$ cat src/rtl/usb_ep_pkg.sv
package usb_ep_pkg;

    localparam logic [1:0] TK_SETUP = 2'd0;
    localparam logic [1:0] TK_IN    = 2'd1;
    localparam logic [1:0] TK_OUT   = 2'd2;

    localparam logic [2:0] RSP_NONE  = 3'd0;
    localparam logic [2:0] RSP_ACK   = 3'd1;
    localparam logic [2:0] RSP_NAK   = 3'd2;
    localparam logic [2:0] RSP_STALL = 3'd3;
    localparam logic [2:0] RSP_ZLEN  = 3'd4;

    localparam logic [3:0] M_OFF     = 4'b0000;
    localparam logic [3:0] M_NAK     = 4'b0001;
    localparam logic [3:0] M_STALL   = 4'b0011;
    localparam logic [3:0] M_SKIP    = 4'b0100;
    localparam logic [3:0] M_STAT_IN = 4'b0110;
    localparam logic [3:0] M_CW_NAK  = 4'b1010;
    localparam logic [3:0] M_CW      = 4'b1011;
    localparam logic [3:0] M_CR_NAK  = 4'b1110;
    localparam logic [3:0] M_CR      = 4'b1111;

    typedef struct packed {
        logic [2:0] resp;
        logic       irq;
        logic       set_setup;
        logic       set_in;
        logic       set_out;
        logic       set_ack;
        logic       load_cnt;
        logic       load_tog;
        logic       load_dval;
        logic       dval_val;
        logic       load_mode;
        logic [3:0] mode_nx;
    } ep_act_t;

endpackage

$ cat src/rtl/ep_token_decide.sv
module ep_token_decide
    import usb_ep_pkg::*;
#(
    parameter int CNT_W    = 7,
    parameter int CTRL_MAX = 10,
    parameter int STAT_LEN = 2
) (
    input  logic [3:0]       mode_i,
    input  logic [1:0]       tok_i,
    input  logic [CNT_W-1:0] cnt_i,
    input  logic             crc_ok_i,
    input  logic             tog_i,
    output ep_act_t          act_o
);

    localparam logic [CNT_W-1:0] MAX_C  = CNT_W'(CTRL_MAX);
    localparam logic [CNT_W-1:0] STAT_C = CNT_W'(STAT_LEN);

    logic    good;
    logic    is_in;
    logic    is_out;
    ep_act_t a;

    assign good   = (cnt_i <= MAX_C) && crc_ok_i;
    assign is_in  = (tok_i == TK_IN);
    assign is_out = (tok_i == TK_OUT);

    always_comb begin
        a         = '0;
        a.resp    = RSP_NONE;
        a.mode_nx = mode_i;
        if (tok_i == TK_SETUP) begin
            a.irq       = 1'b1;
            a.set_setup = 1'b1;
            a.load_cnt  = 1'b1;
            a.load_tog  = 1'b1;
            a.load_dval = 1'b1;
            if (good) begin
                a.dval_val  = 1'b1;
                a.set_ack   = 1'b1;
                a.resp      = RSP_ACK;
                a.load_mode = 1'b1;
                a.mode_nx   = M_NAK;
            end
        end else if (is_in || is_out) begin
            case (mode_i)
                M_NAK, M_STALL: begin
                    a.irq     = 1'b1;
                    a.set_in  = is_in;
                    a.set_out = is_out;
                    a.resp    = (mode_i == M_NAK) ? RSP_NAK : RSP_STALL;
                end
                M_CW, M_CW_NAK, M_STAT_IN: begin
                    if (is_in) begin
                        a.irq     = 1'b1;
                        a.set_in  = 1'b1;
                        a.set_ack = 1'b1;
                        a.resp    = RSP_ZLEN;
                    end else if (mode_i == M_CW) begin
                        a.irq       = 1'b1;
                        a.set_out   = 1'b1;
                        a.load_cnt  = 1'b1;
                        a.load_tog  = 1'b1;
                        a.load_dval = 1'b1;
                        a.dval_val  = good;
                        if (good) begin
                            a.set_ack   = 1'b1;
                            a.resp      = RSP_ACK;
                            a.load_mode = 1'b1;
                            a.mode_nx   = M_CW_NAK;
                        end
                    end else if (good) begin
                        a.irq     = 1'b1;
                        a.set_out = 1'b1;
                        if (mode_i == M_CW_NAK) begin
                            a.resp = RSP_NAK;
                        end else begin
                            a.resp      = RSP_STALL;
                            a.load_mode = 1'b1;
                            a.mode_nx   = M_STALL;
                        end
                    end
                end
                M_CR, M_CR_NAK: begin
                    if (is_in) begin
                        a.irq    = 1'b1;
                        a.set_in = 1'b1;
                        if (mode_i == M_CR) begin
                            a.set_ack   = 1'b1;
                            a.resp      = RSP_ACK;
                            a.load_mode = 1'b1;
                            a.mode_nx   = M_CR_NAK;
                        end else begin
                            a.resp = RSP_NAK;
                        end
                    end else if (good) begin
                        a.irq       = 1'b1;
                        a.set_out   = 1'b1;
                        a.load_cnt  = 1'b1;
                        a.load_tog  = 1'b1;
                        a.load_dval = 1'b1;
                        a.dval_val  = 1'b1;
                        if ((cnt_i == STAT_C) && tog_i) begin
                            a.set_ack = 1'b1;
                            a.resp    = RSP_ACK;
                        end else begin
                            a.resp      = RSP_STALL;
                            a.load_mode = 1'b1;
                            a.mode_nx   = M_STALL;
                        end
                    end
                end
                default: begin
                    a.resp = RSP_NONE;
                end
            endcase
        end
    end

    assign act_o = a;

endmodule

$ cat src/rtl/ep_lock_ctrl.sv
module ep_lock_ctrl (
    input  logic clk,
    input  logic rst_n,
    input  logic rd_i,
    input  logic commit_i,
    output logic locked_o
);

    logic lock_d;
    logic lock_q;

    always_comb begin
        lock_d = lock_q;
        if (rd_i) begin
            lock_d = 1'b0;
        end
        if (commit_i) begin
            lock_d = 1'b1;
        end
    end

    always_ff @(posedge clk or negedge rst_n) begin
        if (!rst_n) begin
            lock_q <= 1'b0;
        end else begin
            lock_q <= lock_d;
        end
    end

    assign locked_o = lock_q;


    lock_release_chk: assert property (@(posedge clk) disable iff (!rst_n)
        (rd_i && !commit_i) |=> !locked_o);

endmodule

$ cat src/rtl/usb_ep_ctrl.sv
module usb_ep_ctrl
    import usb_ep_pkg::*;
#(
    parameter int CNT_W    = 7,
    parameter int CTRL_MAX = 10,
    parameter int STAT_LEN = 2
) (
    input  logic             clk,
    input  logic             rst_n,
    input  logic             tok_valid_i,
    input  logic [1:0]       tok_kind_i,
    input  logic [CNT_W-1:0] rx_cnt_i,
    input  logic             rx_crc_ok_i,
    input  logic             rx_tog_i,
    input  logic             fw_wr_i,
    input  logic [7:0]       fw_wdata_i,
    input  logic             fw_rd_i,
    output logic [7:0]       fw_rdata_o,
    output logic [2:0]       resp_o,
    output logic             irq_o,
    output logic             locked_o,
    output logic             dval_o,
    output logic             tog_o,
    output logic [CNT_W-1:0] cnt_o
);

    localparam logic [CNT_W-1:0] MAX_C  = CNT_W'(CTRL_MAX);
    localparam logic [CNT_W-1:0] STAT_C = CNT_W'(STAT_LEN);

    typedef struct packed {
        logic [3:0]       mode;
        logic             f_setup;
        logic             f_in;
        logic             f_out;
        logic             f_ack;
        logic             dval;
        logic             tog;
        logic [CNT_W-1:0] cnt;
        logic [2:0]       resp;
        logic             irq;
    } ep_state_t;

    ep_state_t s_d;
    ep_state_t s_q;
    ep_act_t   act;
    logic      commit;
    logic      locked;

    ep_token_decide #(
        .CNT_W   (CNT_W),
        .CTRL_MAX(CTRL_MAX),
        .STAT_LEN(STAT_LEN)
    ) u_decide (
        .mode_i  (s_q.mode),
        .tok_i   (tok_kind_i),
        .cnt_i   (rx_cnt_i),
        .crc_ok_i(rx_crc_ok_i),
        .tog_i   (rx_tog_i),
        .act_o   (act)
    );

    assign commit = tok_valid_i && act.irq;

    ep_lock_ctrl u_lock (
        .clk     (clk),
        .rst_n   (rst_n),
        .rd_i    (fw_rd_i),
        .commit_i(commit),
        .locked_o(locked)
    );

    always_comb begin
        s_d      = s_q;
        s_d.resp = RSP_NONE;
        s_d.irq  = 1'b0;
        if (fw_wr_i) begin
            s_d.f_setup = fw_wdata_i[7];
            if (!locked && !commit) begin
                s_d.f_in  = fw_wdata_i[6];
                s_d.f_out = fw_wdata_i[5];
                s_d.f_ack = fw_wdata_i[4];
                s_d.mode  = fw_wdata_i[3:0];
            end
        end
        if (commit) begin
            s_d.irq  = 1'b1;
            s_d.resp = act.resp;
            if (act.set_setup) s_d.f_setup = 1'b1;
            if (act.set_in)    s_d.f_in    = 1'b1;
            if (act.set_out)   s_d.f_out   = 1'b1;
            if (act.set_ack)   s_d.f_ack   = 1'b1;
            if (act.load_cnt)  s_d.cnt     = rx_cnt_i;
            if (act.load_tog)  s_d.tog     = rx_tog_i;
            if (act.load_dval) s_d.dval    = act.dval_val;
            if (act.load_mode) s_d.mode    = act.mode_nx;
        end
    end

    always_ff @(posedge clk or negedge rst_n) begin
        if (!rst_n) begin
            s_q <= '0;
        end else begin
            s_q <= s_d;
        end
    end

    assign fw_rdata_o = {s_q.f_setup, s_q.f_in, s_q.f_out, s_q.f_ack, s_q.mode};
    assign resp_o     = s_q.resp;
    assign irq_o      = s_q.irq;
    assign locked_o   = locked;
    assign dval_o     = s_q.dval;
    assign tog_o      = s_q.tog;
    assign cnt_o      = s_q.cnt;


    setup_accept_chk: assert property (@(posedge clk) disable iff (!rst_n)
        (tok_valid_i && tok_kind_i == TK_SETUP && rx_crc_ok_i && rx_cnt_i <= MAX_C)
        |=> (fw_rdata_o[3:0] == M_NAK && resp_o == RSP_ACK && irq_o && dval_o));


    idle_mode_quiet_chk: assert property (@(posedge clk) disable iff (!rst_n)
        (tok_valid_i && tok_kind_i != TK_SETUP && !fw_wr_i &&
         (fw_rdata_o[3:0] == M_OFF || fw_rdata_o[3:0] == M_SKIP))
        |=> (!irq_o && $stable(fw_rdata_o) && $stable(cnt_o)));


    ctrl_read_status_chk: assert property (@(posedge clk) disable iff (!rst_n)
        (tok_valid_i && tok_kind_i == TK_OUT && fw_rdata_o[3:0] == M_CR && !fw_wr_i &&
         rx_crc_ok_i && rx_cnt_i == STAT_C && rx_tog_i)
        |=> (resp_o == RSP_ACK && $stable(fw_rdata_o[3:0])));


    irq_pulse_chk: assert property (@(posedge clk) disable iff (!rst_n)
        irq_o |=> !irq_o);


    resp_with_irq_chk: assert property (@(posedge clk) disable iff (!rst_n)
        (resp_o != RSP_NONE) |-> irq_o);


    irq_locks_chk: assert property (@(posedge clk) disable iff (!rst_n)
        irq_o |-> locked_o);


    locked_write_chk: assert property (@(posedge clk) disable iff (!rst_n)
        (locked_o && fw_wr_i && !tok_valid_i) |=> $stable(fw_rdata_o[6:0]));

endmodule

$ cat config.mk
export PLATFORM = sky130hd
export DESIGN_NAME = usb_ep_ctrl
export DESIGN_NICKNAME = d
export VERILOG_FILES = /design/src/rtl/usb_ep_pkg.sv /design/src/rtl/ep_token_decide.sv /design/src/rtl/ep_lock_ctrl.sv /design/src/rtl/usb_ep_ctrl.sv
export SDC_FILE = /design/constraint.sdc
export NUM_CORES = 1
export LEC_CHECK = 0
export BUFFER_PORTS_ARGS = -buffer_cell sky130_fd_sc_hd__clkbuf_2
export CAP_MARGIN = 15
export CORE_UTILIZATION = 45
export CTS_BUF_LIST = sky130_fd_sc_hd__clkbuf_4 sky130_fd_sc_hd__clkbuf_8
export DETAILED_ROUTE_END_ITERATION = 10
export PLACE_DENSITY = 0.76
export SYNTH_ARGS = -nofsm -noshare
export SYNTH_HDL_FRONTEND = slang
export SYNTH_HIERARCHICAL = 1
export SYNTH_SLANG_ARGS = --single-unit
export TNS_END_PERCENT = 100
$ cat constraint.sdc
create_clock -name clk -period 3.9 [get_ports clk]
set_input_delay 0.39 -clock clk [delete_from_list [all_inputs] [get_ports clk]]
set_output_delay 0.39 -clock clk [all_outputs]
set_load 0.005 [all_outputs]
==> run_results.csv <==
group,metric,value,unit
placement,gp_routability_congestion,0.942,
min_path,min-delay-path-class,"in -> async",
route,vias_per_cell,5.75,
global_route,first_global_vias,1289,
route,dr_total_vias,1471,
sta,rsz0062_at_grt,"false",
sta,clock_skew,0.00423,ns
die,starting_density,49.2,%
worst_setup_path,timing.critical_path.slowest_stage_cell,"sky130_fd_sc_hd__or4_4",
synthesis,synth.lib_cells_used.distinct,47,
worst_setup_path,worst-endpoint-required,4.11,ns
placement,hpwl,2860,µm
clocking,clock-root-buffer,"sky130_fd_sc_hd__clkbuf_4",
sta,finalHoldViolations,0,
route,number_of_optimization_iterations_in_the_first_detailed_route_pass,4,
finish,multi_input_comb_area,905,µm²
finish,layout.cell_area.non_filler,1840,µm²
finish,layout-area-overhead-vs-synth,18.4,%
sta,tightestPinTransition,0.535,ns
finish,fill_cells,305,
die,io-pin-count,46,
clocking,ctsHoldBuffers,0,
run_status,status,"finished, final reports clean",
placement,place_area,1780,µm²
placement,dp_slack,1.13,ns
synthesis,synthesis.yosys.warnings,6,
finish,n_antenna_cell,0,
power_and_ir_drop,power.leakage,0.898,nW
sta,finalSetupViolations,0,
clocking,cts-buffers-inserted,3,
global_route,grt_usage,22.0,%
clocking,clock_sink_count,22,
die,fp.dieH,60.7,µm
synthesis,synth_area_per_cell,9.02,µm²
worst_setup_path,worstPathMaxFanout,9,
synthesis,synthFlopType,"sky130_fd_sc_hd__dfrtp_1",
worst_setup_path,worstPathBufferInverterCount,2,
die,dieWidth,60.7,µm
finish,net_count_of_the_finished_layout,240,
route,drt-initial-drc-count,84,
placement,placed_cells,252,
worst_setup_path,path_cells,"clkbuf_2, inv_1, ha_1, or4_4, a211oi_4, a32o_1, nand3_1, o311ai_1, nand3_1, nor2_1, a31oi_1",
run,cap_violations,0,
clocking,buffers_inserted_during_post_cts_setup_optimization,0,
route,postRouteWirelength,3750,µm
sta,fin_hold_ws,0.0116,ns
synthesis,post_synth_inst_count,172,
die,fp-row-count,20,
synthesis,synth_area,1550,µm²
sta,worst_rel_slew_slack,64.3,%
finish,seqCellArea,551,µm²
route,antenna_left,0,
clocking,cts-root-to-sink-buffers,2,
synthesis,postSynthRegisterBits,22,
route,drcViolationCount,0,
sta,setup-tns-final,0,ns
worst_setup_path,path_delay_family,"simple AND/OR/NAND/NOR gates",
finish,stdcell_count,256,
placement,port_buffers,45,
power_and_ir_drop,vdd.ir_drop.worst,0.000262,V
route,detail_route.wl_per_cell,14.7,µm
worst_setup_path,timing_worst_setup_path_type,"in -> reg",
worst_setup_path,crit_path_max_incr_delay,0.47,ns
worst_setup_path,startpoint_type,"input pin",
synthesis,asyncSetResetFlopFracSynth,100,%
clocking,post_cts_resized,0,
clocking,worst_skew_pair.late_latency,0.33,ns
die,floorplan.die_area,3690,µm²
synthesis,seq_total_area_yosys,35.5,%
die,core-area,3150,µm²
clocking,tritoncts,"built",
clocking,clk_pin_slew_worst_paths,0.13,ns
global_route,globalRouteOverflowTotal,0,
finish,layout_commonest_cell,"sky130_fd_sc_hd__clkbuf_2",
synthesis,synth_enable_flop_cells,0,
finish,layout.cells.most_common_list,"sky130_fd_sc_hd__clkbuf_2, sky130_fd_sc_hd__dfrtp_1, sky130_fd_sc_hd__nand2_1, sky130_fd_sc_hd__nand3_1, sky130_fd_sc_hd__nor2_1",
clocking,cts_max_level,1,
worst_setup_path,end_kind,"flip-flop",
global_route,grt_first_pass_wirelength,6040,µm
synthesis,syn-num-nets,199,
global_route,grt_max_degree,23,
sta,postLayoutSetupSlackWorst,1.44,ns
sta,max_freq,0.406,GHz
worst_setup_path,critical_path.most_common_cell,"sky130_fd_sc_hd__nand3_1",
power_and_ir_drop,power_density,482,nW/µm²
sta,final_period_minus_worst_setup_slack,2.46,ns
sta,final_min_period_over_clock_period,63.2,%
finish,share_of_post_route_cells_with_drive_strength_above_1,33.0,%
worst_setup_path,worstPathArrival,2.67,ns
sta,final-max-slew-violation-count,0,
global_route,grt_antenna_before_repair,0,
-- routing by layer --
metal	vias to the layer above	share of wire, %	wire (µm)	track usage [%]
met3	7	7.6	287	2.77
met4	0	1.6	60	6.82
li1	707	-	-	-
met5	-	0	0	0
met2	84	46	1730	35.8
met1	673	45	1680	30.5
-- kinds of logic (layout without fill, tap and decap cells) --
group	Yosys count	in the layout	share of synthesized area (%)
flip-flops	22	22	35.5
adder cells (fa/ha/maj)	3	3	2.42
buffers and inverters	19	59	6.21
multiplexers	10	10	9.35
XOR/XNOR	2	2	1.13
AND/OR/NAND/NOR	75	75	26.0
AO/OA/AOI/OAI	41	41	19.4
-- sequential cells by signal, summed over array words and instances (netlist names) --
name and count:
cnt_o 7, dval_o 1, u_lock/locked_o 1, resp_o 3
irq_o 1, tog_o 1, fw_rdata_o 8
-- area by class of cell --
type | count | area share (%)
clock inverter | 1 | 1.63
clock buffer | 3 | 1.23
tap | 44 | 3.00
multi-input combinational | 131 | 49.3
inverter | 9 | 2.25
sequential | 22 | 30.0
timing repair buffer | 46 | 12.7
-- Yosys cell counts, drive strengths merged (2+ instances only) --
library cell   n  area [µm²]
dfrtp         22         551
nand2         18        91.3
nand3         16        80.1
o21ai         13        65.1
nor2          12        45.0
a31oi          9        56.3
inv            9        41.3
mux2           9         135
buf            6        40.0
and3           5        31.3
nand2b         5        31.3
a21oi          4        23.8
clkbuf         4        15.0
nor2b          4        25.0
ha             3        37.5
nand4          3        18.8
nor3           3        15.0
o311ai         3        33.8
a21o           2        15.0
and2           2        12.5
o31ai          2        15.0
or2            2        12.5
-- final timing paths --
kind	cells after the start	startpoint	slack [ns]	endpoint
worst min register to register	1	dval_o	0.53	dval_o
max in group asynchronous	1	rst_n	3.53	fw_rdata_o[0]
min in group clk	3	fw_wdata_i[2]	0.29	fw_rdata_o[2]
worst max register to register	9	fw_rdata_o[2]	1.51	cnt_o[2]
worst min-delay path	1	rst_n	0.01	cnt_o[4]
worst max-delay path	11	tok_kind_i[1]	1.44	fw_rdata_o[3]
-- metrics by stage --
stage	total power, mW	utilization, %
global placement	0.705	56.6
floorplan	0.579	-
detailed placement	0.704	56.6
global route	0.942	58.3
CTS	0.889	58.3
finish	0.886	58.3
-- power by group --
group | internal [mW] | switching, mW
Combinational | 0.176 | 0.165
Sequential | 0.289 | 0.0727
Clock | 0.104 | 0.0786
Note: power is estimated with default switching activity, not from simulation.
